File: config.mk
export PLATFORM = sky130hd
export DESIGN_NAME = pred_file
export DESIGN_NICKNAME = d
export VERILOG_FILES = /design/src/rtl/pred_pkg.sv /design/src/rtl/pred_cmp_decode.sv /design/src/rtl/pred_bank.sv /design/src/rtl/pred_rd_port.sv /design/src/rtl/pred_file.sv
export SDC_FILE = /design/constraint.sdc
export NUM_CORES = 1
export LEC_CHECK = 0
export ABC_AREA = 1
export BUFFER_PORTS_ARGS = -buffer_cell sky130_fd_sc_hd__buf_4
export CAP_MARGIN = 5
export CELL_PAD_IN_SITES_DETAIL_PLACEMENT = 1
export CELL_PAD_IN_SITES_GLOBAL_PLACEMENT = 1
export CORE_MARGIN = 5
export CORE_UTILIZATION = 44
export CTS_BUF_LIST = sky130_fd_sc_hd__clkbuf_8
export CTS_CLUSTER_DIAMETER = 100
export DETAILED_ROUTE_END_ITERATION = 7
export GPL_ROUTABILITY_DRIVEN = 0
export PLACE_DENSITY_LB_ADDON = 0.1
export SLEW_MARGIN = 20
export SYNTH_ARGS = -nofsm -noshare
export SYNTH_HDL_FRONTEND = slang
export SYNTH_SLANG_ARGS = --single-unit
export TNS_END_PERCENT = 5
File: constraint.sdc
create_clock -name clk -period 1.7 [get_ports clk]
set_input_delay 0.34 -clock clk [delete_from_list [all_inputs] [get_ports clk]]
set_output_delay 0.34 -clock clk [all_outputs]
set_load 0.005 [all_outputs]
File: src/rtl/pred_pkg.sv
package pred_pkg;

  localparam int unsigned PRED_NUM_DEF = 64;
  localparam int unsigned CMP_PORTS_DEF = 2;

  // outcome of a qualifying-predicate lookup
  typedef enum logic [1:0] {
    RD_IDLE   = 2'b00,
    RD_COMMIT = 2'b01,
    RD_SQUASH = 2'b10
  } rd_outcome_e;

  function automatic rd_outcome_e decide(input logic vld, input logic pred);
    if (!vld)     return RD_IDLE;
    else if (pred) return RD_COMMIT;
    else          return RD_SQUASH;
  endfunction

endpackage

File: src/rtl/pred_cmp_decode.sv
module pred_cmp_decode #(
  parameter int unsigned NPRED = 64,
  localparam int unsigned IW = $clog2(NPRED)
) (
  input  logic              vld,
  input  logic [IW-1:0]     tidx,
  input  logic [IW-1:0]     fidx,
  input  logic              cond,
  output logic [NPRED-1:0]  we,
  output logic [NPRED-1:0]  wval
);

  // one-hot decode of both targets; first target takes precedence on a tie
  for (genvar k = 0; k < NPRED; k++) begin : g_dec
    logic hit_t;
    logic hit_f;
    assign hit_t   = (tidx == IW'(k));
    assign hit_f   = (fidx == IW'(k));
    assign we[k]   = vld & (hit_t | hit_f);
    assign wval[k] = hit_t ? cond : ~cond;
  end

endmodule

File: src/rtl/pred_bank.sv
module pred_bank #(
  parameter int unsigned NPRED = 64,
  parameter int unsigned NCMP  = 2
) (
  input  logic                  clk,
  input  logic                  rst,
  input  logic [NCMP*NPRED-1:0] we_all,
  input  logic [NCMP*NPRED-1:0] wval_all,
  output logic [NPRED-1:0]      state
);

  // entry 0 is a constant true; others are individually reset flops
  assign state[0] = 1'b1;

  for (genvar k = 1; k < NPRED; k++) begin : g_bit
    logic en;
    logic nxt;
    logic q;

    // later ports override earlier ones
    always_comb begin
      en  = 1'b0;
      nxt = q;
      for (int p = 0; p < int'(NCMP); p++) begin
        if (we_all[p*NPRED + k]) begin
          en  = 1'b1;
          nxt = wval_all[p*NPRED + k];
        end
      end
    end

    always_ff @(posedge clk) begin
      if (rst)     q <= 1'b0;
      else if (en) q <= nxt;
    end

    assign state[k] = q;
  end

endmodule

File: src/rtl/pred_rd_port.sv
module pred_rd_port
  import pred_pkg::*;
#(
  parameter int unsigned NPRED = 64,
  localparam int unsigned IW = $clog2(NPRED)
) (
  input  logic             clk,
  input  logic             rst,
  input  logic             rd_vld,
  input  logic [IW-1:0]    rd_idx,
  input  logic [NPRED-1:0] state,
  output logic             commit,
  output logic             squash
);

  rd_outcome_e outc_q;
  logic        sel;

  assign sel = state[rd_idx];

  always_ff @(posedge clk) begin
    if (rst) outc_q <= RD_IDLE;
    else     outc_q <= decide(rd_vld, sel);
  end

  assign commit = (outc_q == RD_COMMIT);
  assign squash = (outc_q == RD_SQUASH);

endmodule

File: src/rtl/pred_file.sv
module pred_file
  import pred_pkg::*;
#(
  parameter int unsigned NPRED = PRED_NUM_DEF,
  parameter int unsigned NCMP  = CMP_PORTS_DEF,
  localparam int unsigned IW = $clog2(NPRED)
) (
  input  logic             clk,
  input  logic             rst,
  input  logic [NCMP-1:0]    cmp_vld_i,
  input  logic [NCMP*IW-1:0] cmp_tidx_i,
  input  logic [NCMP*IW-1:0] cmp_fidx_i,
  input  logic [NCMP-1:0]    cmp_cond_i,
  input  logic             rd_vld_i,
  input  logic [IW-1:0]    rd_idx_i,
  output logic             commit_o,
  output logic             squash_o
);

  logic [NCMP*NPRED-1:0] we_all;
  logic [NCMP*NPRED-1:0] wval_all;
  logic [NPRED-1:0]      pred_q;

  for (genvar p = 0; p < NCMP; p++) begin : g_port
    pred_cmp_decode #(.NPRED(NPRED)) u_dec (
      .vld  (cmp_vld_i[p]),
      .tidx (cmp_tidx_i[p*IW +: IW]),
      .fidx (cmp_fidx_i[p*IW +: IW]),
      .cond (cmp_cond_i[p]),
      .we   (we_all[p*NPRED +: NPRED]),
      .wval (wval_all[p*NPRED +: NPRED])
    );
  end

  pred_bank #(.NPRED(NPRED), .NCMP(NCMP)) u_bank (
    .clk      (clk),
    .rst      (rst),
    .we_all   (we_all),
    .wval_all (wval_all),
    .state    (pred_q)
  );

  pred_rd_port #(.NPRED(NPRED)) u_rd (
    .clk    (clk),
    .rst    (rst),
    .rd_vld (rd_vld_i),
    .rd_idx (rd_idx_i),
    .state  (pred_q),
    .commit (commit_o),
    .squash (squash_o)
  );

endmodule

-- After elaboration in Yosys (flattened, before gate mapping)
Cells that the tools add are included.
- bits in registers: 65
- input bits: 37
- bits in latches: 0
- logic and storage cells: 1082
- memories kept: 0
- bits in read-only memories: 0
- output and inout port bits: 2
- memory bits (writable): 0
- bitwise logic cells: 255
- shifts and indexed selects: 0
- multiplexer cells: 381
- multipliers: 0
- div/mod/pow operators: 0
- eq/ne operators: 254
- $lt $le $gt $ge: 1
- $add $sub $neg: 0
- reductions and logical operators: 127
- operator list (kind ; count):
    equality test 6 bit, second input constant ; 128
    equality test 6 x 5 -> 1 bit, second input constant ; 64
    two-way mux 1 bit ; 379
    equality test 6 x 4 -> 1 bit, second input constant ; 32
    bitwise AND 1 bit ; 126
    OR 1 bit ; 126
    AND reduction 2 bit ; 63
    nonzero test 2 bit ; 63
    equality test 6 x 3 -> 1 bit, second input constant ; 16
    equality test 6 x 2 -> 1 bit, second input constant ; 8
    equality test 6 x 1 -> 1 bit, second input constant ; 4
    < comparator 6 x 7 -> 1 bit, second input constant ; 1
    binary-select mux 1 bit (select 6 bit) ; 1
    NOT 1 bit ; 3
    equality test 2 x 1 -> 1 bit, second input constant ; 1
    equality test 2 bit, second input constant ; 1
    two-way mux 2 bit ; 1
    OR reduction 2 bit ; 1

-- Longest topological paths before layout
Gate-level depths: netlist of run 1.
- depth in word-level cells: 6
- gate-level depth with buffers: 11
- mapped depth without buffers: 10

-- Modules after synthesis
A second synthesis of run 1 with hierarchy kept.
- cell total of the unflattened synthesis: 1765
- area, all modules: 9127.5 µm²
- by module, submodules not included (module ; cells each ; area each (µm²) ; times used ; sequential area each (µm²)):
    pred_cmp_decode ; 482 ; 2195.9 ; 2 ; 0.0
    pred_bank ; 639 ; 3882.5 ; 1 ; 1261.2
    pred_rd_port ; 162 ; 853.3 ; 1 ; 40.0

-- Least setup slack after synthesis of run 1
Ideal clock, no wire load.
- path kind: input to register
- start: input port rd_idx_i[1]
- end: register u_rd.outc_q[1]
- buffers on the path: 2
- setup time: 0.112 ns
- stages on the path: 10
- setup slack: 0.283 ns
- data arrival time: 1.305 ns
- data required time: 1.588 ns
- cells stage by stage: buf_2 inv_1 buf_2 o21ai_0 nand3_1 nand3_1 nand3_1 nand3_1 nand2_1 nor2_1
- word-level cells in the longest chain between the ends: 3
- ends and longest elaborated chain (what ; RTL line ; text):
    from (decl) ; pred_file.sv:15 ; input logic [IW-1:0] rd_idx_i,
    binary-select mux 1 bit (select 6 bit) ; pred_rd_port.sv:19 ; assign sel = state[rd_idx];
    two-way mux 1 bit (not written as such) ; pred_rd_port.sv:19 ;
    two-way mux 2 bit ; pred_pkg.sv:15 ; else if (pred) return RD_COMMIT;
    to (signal assigned) ; pred_rd_port.sv:23 ; else outc_q <= decide(rd_vld, sel);
    to (decl) ; pred_rd_port.sv:16 ; rd_outcome_e outc_q;
No other way between the ends. The select of a mux whose other input is x is not followed.
A chain may end at the register's enable or synchronous reset.

-- Final worst setup path of run 1
- start: input port cmp_fidx_i[0]
- end: register u_bank.g_bit[34].q
- word-level cells in the longest chain between the ends: 6
- elaborated cells between the ends (all ways): 7
- those cells by class: 1 x eq/ne; 2 x mux; 2 x bitwise; 2 x reduce/logical
- ends and longest elaborated chain (what ; RTL line ; text):
    from (decl) ; pred_file.sv:12 ; input logic [NCMP*IW-1:0] cmp_fidx_i,
    equality test 6 bit * ; pred_cmp_decode.sv:18 ; assign hit_f = (fidx == IW'(k));
    OR 1 bit * ; pred_cmp_decode.sv:19 ; assign we[k] = vld & (hit_t | hit_f);
    bitwise AND 1 bit * ; pred_cmp_decode.sv:19 ;
    two-way mux 1 bit (2 in a row) ; pred_bank.sv:25 ; if (we_all[p*NPRED + k]) begin
    AND reduction 2 bit (no line) * ; n/a ;
    to (signal assigned) ; pred_bank.sv:34 ; else if (en) q <= nxt;
    to (decl) ; pred_bank.sv:18 ; logic q;
Every way passes the cells marked *; elsewhere a longest branch is shown, timed or not.

==> flow_summary.ini, run 1 <==
[sta]
finalSetupViolations = 0
hold_viol_final = 0
slew-limit-headroom_pct = 69.1
worst_pin_slew_ns = 0.462
rsz0062_at_grt = no
period_share_pct = 86.5
finClkSkew_ns = 0.0112
fmax_ghz = 0.680
drv_slew = 0
fin_tns_setup_ns = 0
post-route-min-period_ns = 1.47

[power]
power_frac_seq_pct = 36.9
combPwrFrac_pct = 30.5
swShare_pct = 37.3
peakVddDrop_mv = 0.366
intPower_w = 0.00271
clockPowerShare_pct = 32.6
power_w = 0.00431
powerDensity_nw_per_um2 = 515
p_leak_nw = 3.62
power_switching_w = 0.00161

[floorplan]
core_area_um2 = 15800
die_h_um = 136
die_area_um2 = 18600
initial_core_util_pct = 44.5
io_pins = 39
rows = 46
die_w_um = 136

[logic_synthesis]
ys.warnings.count = 0
yosys.area_share.adder_pct = 0
synth_top_family_by_area = simple AND/OR/NAND/NOR gates
seq_area_frac_synth_pct = 18.5
synth_seq_cells = 65
synth.avg_cell_area_um2 = 5.55
ys_types = 22
netlist_instances = 1264
synth_area_um2 = 7020
synth-compound-area-share_pct = 22.3
yosys-mux-area-fraction_pct = 0
synth_xor_area_share_pct = 14.6
yosys.area_share.simple_pct = 37.1
syn_nets = 1301

[drt]
first_pass_iters = 5
vias = 9144
drtIter0Drc = 773
wl_mm = 32.4
drc_errors = 0
wl_per_cell_um = 20.9
viasPerCell = 5.88
antenna_left = 0

[global_routing]
grt_max_degree = 65
grt_overflow_total = 0
met2_usage_pct = 60.7
first_global_vias = 9326
antenna_found_initial = 0
use_met1_pct = 43.4
grt_util_all_layers_pct = 35.7
grt_most_used_layer = met2
grt_use_met3_pct = 6.33
grt_pass1_wl_mm = 50.8

[final_layout]
drive_gt1_share_pct = 11.1
instances_no_fill = 1554
antenna_cells = 0
area_delta_synth_final_pct = 19.4
final_net_count = 1372

[cts]
numCtsBuffers = 9
clock_latency_ns = 0.38
cts_htree_levels = 3
max-clock-path-buffers = 2
cts_hold_buf = 0
clk_pin_slew_ns = 0.09
cts-root-buf = clkbuf_8
cts_tree = built
clkSinkCount = 65
cts_setup_buffers = 0
cts_resized = 0

[critical_path]
path_class = input pin to flop
path_max_fanout = 4
worstPathCellList = buf_4 > nor2_1 > nand2_1 > o21ai_0 > nand2_1 > nand2_1 > o21ai_0 > a31oi_1
slowest_stage = nor2_1
rrSetupSlack_ns = 0.44
r2r_end = u_rd.outc_q[1]
critPathCapture = u_bank.g_bit[34].q
path_common_cell = nand2_1
crit_family = simple AND/OR/NAND/NOR gates
cp_data_required_time_ns = 2.02
cp.depth = 8
worstReg2RegStart = u_bank.g_bit[34].q
worst_setup_path_end_kind = flop
ff2ff_path_depth = 9
start_kind = input pin
slowest_delay_ns = 0.38
arrival_ns = 1.79
crit_start = cmp_fidx_i[0]
critPathBufInv = 1

[placed_design]
place_inst = 1540
hpwl_mm = 22.0
numPortBuffers = 38

[run_status]
status = complete, no violations

[run]
max-cap-violations = 0

[min_path]
hold_class = input pin to flop
-- power by group through the flow --
stage | logic [W] | registers, W | clock network, W
6_report | 0.00131 | 0.00159 | 0.00141
5_1_grt | 0.00140 | 0.00159 | 0.00148
4_1_cts | 0.00128 | 0.00159 | 0.00142
3_5_place_dp | 0.00127 | 0.00162 | 0
3_3_place_gp | 0.00124 | 0.00162 | 0
2_1_floorplan | 0.000687 | 0.00161 | 0
-- placed cells by master, fill, tap and decap left out, types with 15 or more instances in the layout --
cell,instances
a21oi_1,87
a31oi_1,15
buf_12,23
buf_4,99
dfxtp_1,65
inv_1,52
nand2_1,491
nand3_1,84
nor2_1,66
o21ai_0,186
o21ai_1,20
xor2_1,117
-- logic make-up (layout without fill, tap and decap cells) --
kind of cell | count (synthesis) | count (layout)
buf+inv | 120 | 194
flops | 65 | 65
simple gates | 653 | 653
xor+xnor | 117 | 117
compound gates | 309 | 309
-- worst min-delay path, delay by kind of cell --
family | cells | cell delay [ns]
buf+inv | 1 | 0.08
simple gates | 2 | 0.15
-- through the flow --
| step | cell area [µm²] | hold WS, ns | worst slack, ns | util, % |
|---|---|---|---|---|
| 2_1_floorplan | 7020 | 0.445 | 0.283 | - |
| 3_3_place_gp | 8190 | 0.479 | -0.0411 | 51.9 |
| 3_5_place_dp | 8190 | 0.491 | -0.0920 | 51.9 |
| 4_1_cts | 8370 | 0.201 | 0.314 | 53.1 |
| 5_1_grt | 8370 | 0.241 | 0.0891 | 53.1 |
| 6_report | 8370 | 0.210 | 0.230 | 53.1 |
-- layer usage --
layer  wire, µm  up-vias
li1           -     4250
met1      12900     4341
met2      15300      427
met3       2630      126
met4       1600        0
met5          0        -
-- synthesized netlist by cell type --
cell type	number	share of area [%]
buf_2	19	1.4
nor2_2	6	0.54
nand2_2	1	0.089
dfxtp_1	65	19
inv_2	2	0.11
nor2_4	4	0.64
o21ai_0	186	13
buf_1	2	0.11
buf_4	7	0.75
clkinv_1	4	0.21
xor2_1	117	15
nand3_1	84	6.0
a31oi_1	15	1.3
inv_1	52	2.8
clkbuf_1	32	1.7
nand4_1	1	0.089
nand2_1	491	26
o21ai_1	20	1.4
nor2_1	66	3.5
buf_6	2	0.32
a21oi_1	87	6.2
o21a_1	1	0.11
-- how the worst min path moves through the flow --
stage	from	end	slack, ns	cells past startpoint
after floorplan	u_bank.g_bit[30].q	u_bank.g_bit[30].q	0.45	2
after global placement	u_bank.g_bit[30].q	u_bank.g_bit[30].q	0.48	2
after detailed placement	u_bank.g_bit[30].q	u_bank.g_bit[30].q	0.49	2
after CTS	rd_vld_i	u_rd.outc_q[1]	0.20	3
after global routing	rd_vld_i	u_rd.outc_q[0]	0.24	3
final	rd_vld_i	u_rd.outc_q[1]	0.21	3
-- final cells by class --
| type | count | area [µm²] |
|---|---|---|
| clock inverters | 4 | 45.0 |
| fillers | 2328 | 7400 |
| flip-flops and latches | 65 | 1300 |
| repair buffers | 122 | 1200 |
| well taps | 216 | 270 |
| inverters | 58 | 218 |
| clock buffers | 10 | 138 |
| multi-input cells | 1079 | 5200 |
-- sequential cells by signal, summed over array words and instances, names as in the netlist --
register / flops
u_bank.g_bit.q: 63
u_rd.outc_q: 2
Power figures use the tool's default switching activity.
==> inputs of run 2 (changes only) <==
ABC_AREA = 0   (was 1)
CORE_MARGIN = 2   (was 5)
CORE_UTILIZATION = 46   (was 44)
==> flow_summary.ini, run 2 <==
[power]
swShare_pct = 36.5
clockPowerShare_pct = 32.9
combPwrFrac_pct = 31.7
peakVddDrop_mv = 0.328
p_leak_nw = 3.37
power_frac_seq_pct = 35.4
power_w = 0.00462
powerDensity_nw_per_um2 = 490
power_switching_w = 0.00169
intPower_w = 0.00294

[cts]
cts_hold_buf = 0
clock_latency_ns = 0.38
numCtsBuffers = 9
cts_htree_levels = 3
cts-root-buf = clkbuf_8
cts_tree = built
clk_pin_slew_ns = 0.08
clkSinkCount = 65
max-clock-path-buffers = 2

[floorplan]
initial_core_util_pct = 47.0
die_area_um2 = 18000
rows = 47
die_w_um = 134
die_h_um = 134
core_area_um2 = 16600
io_pins = 39

[global_routing]
grt_max_degree = 41
grt_overflow_total = 0
grt_pass1_wl_mm = 57.6
grt_util_all_layers_pct = 42.0
first_global_vias = 9884
antenna_found_initial = 0

[sta]
setup_slack_ns = 0.0477
drv_slew = 0
fmax_ghz = 0.605
rsz0062_at_grt = no
whs_ns = 0.231
hold_viol_final = 0
finClkSkew_ns = 0.00513
slew-limit-headroom_pct = 65.9
worst_pin_slew_ns = 0.506
period_share_pct = 97.2
post-route-min-period_ns = 1.65
finalSetupViolations = 0

[drt]
wl_per_cell_um = 25.9
antenna_left = 0
wl_mm = 38.3
viasPerCell = 6.84
vias = 10100
first_pass_iters = 5
drc_errors = 0
drtIter0Drc = 1431

[critical_path]
critPathBufInv = 0
slowest_stage = mux4_2
path_class = flop to flop
path_max_fanout = 3
cp_data_required_time_ns = 2.03
crit_family = compound AO/OA/AOI/OAI gates
worst_setup_path_end_kind = flop
start_kind = flop
slowest_delay_ns = 0.49
arrival_ns = 1.98
worstPathCellList = mux4_2 > o22ai_2 > o221ai_1 > a32oi_2 > and3b_1

[logic_synthesis]
synth.most_common_cell = nor2_1
syn_nets = 1230
ys.warnings.count = 0
yosys-top-cells-area = dfxtp_1 (17%), o21ai_0 (10%), nor2_1 (9.6%), mux2_2 (6.9%), nand2_1 (6.1%)
ys_types = 53
netlist_instances = 1193
synth.avg_cell_area_um2 = 6.53
async_reset_ff_share_pct = 0
synth_top_cell_by_area = dfxtp_1
synth_top_area_share_pct = 16.7
synth_edf_count = 0
synth_ff_type = dfxtp_1
seq_area_frac_synth_pct = 16.7
synth_area_um2 = 7800
synth_seq_cells = 65
synth_commonest_cells = nor2_1 (200), o21ai_0 (160), nand2_1 (127)

[final_layout]
final_net_count = 1290
layout_common_cells = nor2_1 (200), o21ai_0 (160), buf_4 (139), nand2_1 (127), a21oi_1 (83)
top_register = u_bank.g_bit.q
fill_cells = 2228
antenna_cells = 0
largest_reg_flops = 63
final_util_pct = 56.8
area_delta_synth_final_pct = 20.9
drive_gt1_share_pct = 21.1
final_common_cell = nor2_1
top_regs = u_bank.g_bit.q: 63 flops, u_rd.outc_q: 2 flops
instances_no_fill = 1478

[placed_design]
place_inst = 1462
pre_cts_ws_ns = -0.307
hpwl_mm = 25.6
numPortBuffers = 38

[run]
max-cap-violations = 0

[run_status]
status = complete, no violations

[min_path]
hold_class = input pin to flop
[run 2: cell types whose count changed in the layout (fill, tap and decap cells not counted), sizes merged, moves of 13 or more]
cell,change
nand2,-365
buf,+46
nor2,+124
a31oi,-14
nand4bb,+22
a22oi,+43
nand4b,+16
o22ai,+64
mux4,+14
and2,+13
nand3,-82
mux2,+54
xor2,-117
[run 2: final timing paths]
check	to	slack [ns]	startpoint	cells past startpoint
min	u_rd.outc_q[1]	0.23	rd_vld_i	2
max	u_rd.outc_q[1]	0.05	u_bank.g_bit[56].q	5
min reg2reg	u_bank.g_bit[39].q	0.70	u_bank.g_bit[39].q	4
max reg2reg	u_rd.outc_q[1]	0.05	u_bank.g_bit[56].q	5
[run 2: layout make-up]
cell class	instances	area [µm²]	share of cell area, %
sequential	65	1310	13.8
timing repair buffer	168	1620	17.2
clock inverter	4	42.5	0.451
multi-input combinational	945	5770	61.2
tap	220	275	2.92
inverter	64	240	2.55
clock buffer	12	165	1.75
[run 2: timing repair]
action	4_1_cts	5_1_grt
resized for setup	0	9
endpoints found under the hold margin	0	0
buffers inserted	0	0
setup endpoints to repair	0	2
[run 2: per-layer routing]
layer	part of all wire (%)	GRT usage [%]
met4	5.4	22.0
met2	42	62.3
met3	13	11.3
met1	39	55.8
met5	0	0
[run 2: power groups by stage]
stage	Clock [W]	Sequential [W]	Combinational [W]
CTS	0.00150	0.00163	0.00140
finish	0.00152	0.00164	0.00147
floorplan	0	0.00164	0.000711
global route	0.00156	0.00164	0.00152
global placement	0	0.00166	0.00137
detailed placement	0	0.00167	0.00140
[run 2: cells by family (layout without fill, tap and decap cells)]
| group | after synthesis | after routing | synth area share [%] |
|---|---|---|---|
| simple gates | 470 | 470 | 31.7 |
| buf+inv | 183 | 248 | 9.81 |
| flops | 65 | 65 | 16.7 |
| mux | 75 | 75 | 13.3 |
| compound gates | 400 | 400 | 28.5 |
[run 2: per-stage QoR]
step | TNS [ns] | instance area (µm²)
after CTS | 0 | 9410
after global routing | 0 | 9420
after global placement | -4.31 | 9210
after detailed placement | -5.87 | 9210
after floorplan | 0 | 7800
final | 0 | 9420
